File: config.mk
export PLATFORM = sky130hd
export DESIGN_NAME = uart_brk_tx
export DESIGN_NICKNAME = d
export VERILOG_FILES = /design/src/rtl/uart_brk_pkg.sv /design/src/rtl/uart_brk_hold.sv /design/src/rtl/uart_brk_shifter.sv /design/src/rtl/uart_brk_seq.sv /design/src/rtl/uart_brk_tx.sv
export SDC_FILE = /design/constraint.sdc
export NUM_CORES = 1
export LEC_CHECK = 0
export ABC_AREA = 1
export BUFFER_PORTS_ARGS = -buffer_cell sky130_fd_sc_hd__buf_2
export CAP_MARGIN = 20
export CORE_ASPECT_RATIO = 1.25
export CORE_UTILIZATION = 60
export CTS_CLUSTER_SIZE = 30
export DETAILED_ROUTE_END_ITERATION = 10
export PLACE_DENSITY = 0.83
export REMOVE_ABC_BUFFERS = 1
export SLEW_MARGIN = 20
export SYNTH_ARGS = -nofsm -noshare
export SYNTH_HDL_FRONTEND = slang
export SYNTH_SLANG_ARGS = --single-unit
File: constraint.sdc
create_clock -name clk -period 2.7 [get_ports clk]
set_clock_uncertainty 0.15 [all_clocks]
set_input_delay 0.405 -clock clk [delete_from_list [all_inputs] [get_ports clk]]
set_output_delay 0.405 -clock clk [all_outputs]
set_load 0.05 [all_outputs]
File: src/rtl/uart_brk_pkg.sv
package uart_brk_pkg;

  // break sequencer states
  typedef enum logic [1:0] {
    BK_IDLE  = 2'd0,  // normal traffic
    BK_DRAIN = 2'd1,  // request seen, queued bytes still going out
    BK_LOW   = 2'd2,  // line forced low
    BK_MARK  = 2'd3   // line high after release, loads blocked
  } brk_st_e;

  // serial frame = start + data + stop
  function automatic int frame_len(input int data_w);
    return data_w + 2;
  endfunction

endpackage

File: src/rtl/uart_brk_hold.sv
module uart_brk_hold #(
  parameter int DW = 8
) (
  input  logic          clk,
  input  logic          rst_n,
  input  logic          wr_valid,
  input  logic [DW-1:0] wr_data,
  output logic          wr_ready,
  input  logic          take,
  output logic          full,
  output logic [DW-1:0] q
);

  logic accept;

  assign wr_ready = !full;
  assign accept   = wr_valid && !full;

  // take only happens while full, accept only while empty: never together
  always_ff @(posedge clk or negedge rst_n) begin
    if (!rst_n) begin
      full <= 1'b0;
      q    <= '0;
    end else begin
      if (take) begin
        full <= 1'b0;
      end
      if (accept) begin
        full <= 1'b1;
        q    <= wr_data;
      end
    end
  end

endmodule

File: src/rtl/uart_brk_shifter.sv
module uart_brk_shifter
  import uart_brk_pkg::*;
#(
  parameter int DW = 8
) (
  input  logic          clk,
  input  logic          rst_n,
  input  logic          tick,
  input  logic          start,
  input  logic [DW-1:0] start_data,
  output logic          busy,
  output logic          last,
  output logic          line
);

  localparam int FW = frame_len(DW);
  localparam int CW = $clog2(FW + 1);

  logic [FW-1:0] frame;
  logic [CW-1:0] cnt;

  // last: the coming tick closes the stop bit
  assign last = busy && (cnt == CW'(1));
  assign line = busy ? frame[0] : 1'b1;

  always_ff @(posedge clk or negedge rst_n) begin
    if (!rst_n) begin
      frame <= '1;
      cnt   <= '0;
      busy  <= 1'b0;
    end else if (start) begin
      frame <= {1'b1, start_data, 1'b0};
      cnt   <= CW'(FW);
      busy  <= 1'b1;
    end else if (tick && busy) begin
      frame <= {1'b1, frame[FW-1:1]};
      cnt   <= cnt - CW'(1);
      if (cnt == CW'(1)) begin
        busy <= 1'b0;
      end
    end
  end

endmodule

File: src/rtl/uart_brk_seq.sv
module uart_brk_seq
  import uart_brk_pkg::*;
#(
  parameter int MARK_TICKS = 2
) (
  input  logic    clk,
  input  logic    rst_n,
  input  logic    req,
  input  logic    tick,
  input  logic    shift_busy,
  input  logic    hold_full,
  output brk_st_e st,
  output logic    load_ok,
  output logic    line_low
);

  brk_st_e st_nx;
  logic    mark_done;

  generate
    if (MARK_TICKS <= 1) begin : g_mark_one
      assign mark_done = tick;
    end else begin : g_mark_cnt
      localparam int MW = $clog2(MARK_TICKS);
      logic [MW-1:0] mcnt;
      always_ff @(posedge clk or negedge rst_n) begin
        if (!rst_n) begin
          mcnt <= '0;
        end else if (st != BK_MARK) begin
          mcnt <= '0;
        end else if (tick) begin
          mcnt <= mcnt + MW'(1);
        end
      end
      assign mark_done = tick && (mcnt == MW'(MARK_TICKS - 1));
    end
  endgenerate

  always_comb begin
    st_nx = st;
    unique case (st)
      BK_IDLE:  if (req) st_nx = BK_DRAIN;
      BK_DRAIN: begin
        if (!req) begin
          st_nx = BK_IDLE;
        end else if (!shift_busy && !hold_full) begin
          st_nx = BK_LOW;
        end
      end
      BK_LOW:   if (!req) st_nx = BK_MARK;
      BK_MARK:  if (mark_done) st_nx = BK_IDLE;
      default:  st_nx = BK_IDLE;
    endcase
  end

  always_ff @(posedge clk or negedge rst_n) begin
    if (!rst_n) begin
      st <= BK_IDLE;
    end else begin
      st <= st_nx;
    end
  end

  // the tick that ends the high interval may also start the held byte
  assign load_ok  = (st == BK_IDLE) || (st == BK_DRAIN) ||
                    ((st == BK_MARK) && mark_done);
  assign line_low = (st == BK_LOW);

endmodule

File: src/rtl/uart_brk_tx.sv
module uart_brk_tx
  import uart_brk_pkg::*;
#(
  parameter int DW         = 8,
  parameter int MARK_TICKS = 2
) (
  input  logic          clk,
  input  logic          rst_n,
  input  logic          in_valid,
  input  logic [DW-1:0] in_data,
  output logic          in_ready,
  input  logic          baud_tick,
  input  logic          brk_req,
  output logic          tx
);

  logic          hold_full;
  logic [DW-1:0] hold_q;
  logic          sh_busy;
  logic          sh_last;
  logic          sh_line;
  logic          load_go;
  logic          load_ok;
  logic          brk_low;
  brk_st_e       brk_st;

  // move the waiting byte on a tick when the shifter is free or finishing
  assign load_go = baud_tick && hold_full && load_ok && (!sh_busy || sh_last);

  uart_brk_hold #(.DW(DW)) u_hold (
    .clk      (clk),
    .rst_n    (rst_n),
    .wr_valid (in_valid),
    .wr_data  (in_data),
    .wr_ready (in_ready),
    .take     (load_go),
    .full     (hold_full),
    .q        (hold_q)
  );

  uart_brk_shifter #(.DW(DW)) u_shift (
    .clk        (clk),
    .rst_n      (rst_n),
    .tick       (baud_tick),
    .start      (load_go),
    .start_data (hold_q),
    .busy       (sh_busy),
    .last       (sh_last),
    .line       (sh_line)
  );

  uart_brk_seq #(.MARK_TICKS(MARK_TICKS)) u_seq (
    .clk        (clk),
    .rst_n      (rst_n),
    .req        (brk_req),
    .tick       (baud_tick),
    .shift_busy (sh_busy),
    .hold_full  (hold_full),
    .st         (brk_st),
    .load_ok    (load_ok),
    .line_low   (brk_low)
  );

  assign tx = brk_low ? 1'b0 : sh_line;

endmodule

==> metrics.txt <==
outcome finished with violations; failing checks design-rule violations; clk_lat worst skew 320 ps; Min Clock Period, post-route roughly 1800 ps; area growth from synthesis to layout 8.28%; leakage 0.766 nW; critical path type reg2out; initial antenna violation count 0; CTS tree yes; Fin. Hold Viols 0; Routed WL between 2000 and 2500 um; clock buffer count from CTS 3; sequential area share after synthesis approximately 52%; total congestion overflow 0; crit path cell chain inv_1 -> nand2_1 -> o21ai_0 -> inv_1 -> buf_2; Final GP Congestion approximately 0.81; I/O pins 15; WL/cell roughly 11 um; crit path launch type register; R2R Setup Slk 980 ps; ratio of cells with drive above 1 in the final layout slightly above 20%; worst-margin pin slew ~550 ps; setup TNS 0 ps; maximum vdd ir drop 624 uV; Clk pin slew, worst setup/hold paths 130 ps; Root Buffer clkbuf_4; CTS HTree Levels 1; Post-DRT Antenna Nets 0; Post-Syn Area per Cell between 8 and 9 um2; Cells after Synth 160; antenna cells 0; Die X 43.4 um; drt drc 4; Slew Limit Fails 0; fraction of registers with async set/reset 100%; # setup viols final 0; synthesized area 1280 um2; initial core utilization 64.1%; Critical Path End Type output pin; unrepaired setup endpoints after global routing false; post-CTS sizing 0; most common cell in the netlist nand2_1; hold crit path type in2reg; row count 18; drt first pass iters 8; largest net degree at the start of global routing 27; placeable core region 2000 um2; Post-synth EDFFs 0; Buffers on Ports 14; max_slew headroom a little over three fifths; Tot GR Track Use between 20% and 30%; first-pass GRT wire length 3660 um; warning count from the yosys run 0; Critical Path Fanout Max 5; post-CTS setup buffers 0; Final HPWL DP 1580 um; number of global-route vias before repair 907; Power, Total roughly 1.5 mW; top cells by count, synth nand2_1 (49), inv_1 (19), dfrtp_1 (17), nand3_1 (17), nor2_1 (15); Max Root-Sink Buffers 2; DRT iter0 DRCs 28; CP arrival roughly 1300 ps; post-synthesis cell type count 22; Final period util between 60% and 70%; Pwr Density ~1000 nW/um2; Worst path max stage delay 430 ps; number of synthesized register bits 26; Vert. Die Dim 53.7 um; share of the synthesized area in the top cell type 33.1%; Synth area leader dfrtp_1; Synth area leaders dfrtp_1 (33%), dfstp_2 (18%), nand2_1 (14%), nand3_1 (6.6%), inv_1 (5.6%); ys flop type dfrtp_1; die area 2330 um2; drt via density 5.26; worst path bufs/invs 3; clock sink count 26; critical path required time between 2000 and 2500 ps; critical path's top delay family flip-flops; highest clock rate 0.541 GHz; slowest cell on the critical path dfrtp_1; max-cap viol count 0; via count 1021; CP most frequent cell inv_1; # nets final 190
==> worst min-delay path: stages <==
cell and delay, ps:
buf_2 80, nor2_1 30, a21oi_1 90
==> routing by layer <==
metal / GRT usage [%] / vias to the layer above / wire [um]
met3: 2.01 / 5 / 79
met4: 9.38 / 0 / 40
met2: 38.1 / 29 / 1100
met5: 0 / - / 0
met1: 26.2 / 460 / 984
li1: - / 527 / -
==> worst paths after layout <==
check,to,cells past startpoint,start
min in group asynchronous,u_seq.g_mark_cnt.mcnt$_DFFE_PN0P_,2,rst_n
hold / removal,u_hold.q[6]$_DFFE_PN0P_,3,in_data[6]
setup reg to reg,u_shift.cnt[3]$_DFFE_PN0P_,6,u_shift.busy$_DFFE_PN0P_
setup / recovery,tx,5,u_seq.st[0]$_DFFE_PN0P_
hold reg to reg,u_shift.frame[8]$_DFFE_PN1P_,2,u_shift.frame[8]$_DFFE_PN1P_
max in group asynchronous,u_shift.frame[6]$_DFFE_PN1P_,2,rst_n
==> area by class of cell <==
type,count,area (um2)
inverters,21,78.8
repair buffers,15,80.1
fillers,162,613
well taps,20,25.0
multi-input cells,108,509
clock buffers,4,36.3
flip-flops and latches,26,662
==> layout by cell type, fill, tap and decap left out, drive strengths merged <==
| master | n |
|---|---|
| o21ai | 2 |
| xor2 | 1 |
| dfrtp | 17 |
| dlygate4sd3 | 1 |
| ha | 2 |
| buf | 14 |
| clkbuf | 4 |
| o221ai | 1 |
| o211ai | 3 |
| nand2 | 52 |
| nor3 | 1 |
| dfstp | 9 |
| inv | 21 |
| nand3 | 18 |
| nor2 | 16 |
| a21oi | 12 |
==> state kept, by name (all words and copies together), names as in the netlist, named ones only <==
| signal | count |
|---|---|
| u_hold.q | 8 |
| u_hold.full | 1 |
| u_shift.busy | 1 |
| u_seq.st | 1 |
| u_shift.frame | 9 |
| u_seq.g_mark_cnt.mcnt | 1 |
| u_shift.cnt | 4 |
==> repair_timing <==
action | in CTS | in global routing
endpoints found under the setup margin | 0 | 0
hold buffers | 1 | 0
hold endpoints to repair | 17 | 0
==> report_power, final <==
group / internal [mW] / switching, mW
Sequential: 0.599 / 0.102
Combinational: 0.186 / 0.370
Clock: 0.0826 / 0.110
Total: 0.867 / 0.583
==> through the flow <==
step / cells / hold WS [ps] / worst slack, ps / utilization, % / cell area (um2)
final: 194 / 171 / 850 / 69.4 / 1390
after global routing: 194 / 180 / 731 / 69.4 / 1390
after CTS: 194 / 172 / 848 / 69.4 / 1390
after detailed placement: 189 / 275 / 909 / 67.1 / 1350
after global placement: 189 / 269 / 966 / 67.1 / 1350
after floorplan: 155 / -40.6 / 1230 / - / 1250
==> cells by family after synthesis <==
kind of cell,after synthesis,share of synthesized area (%)
buffers and inverters,26,8.86
DFF,26,51.5
AOI/OAI and AO/OA,18,8.18
xor gates and xnor gates,1,0.682
adders and majority gates,2,1.95
and+or+nand+nor,87,28.8
No activity file was read; power rests on OpenSTA's default activity.
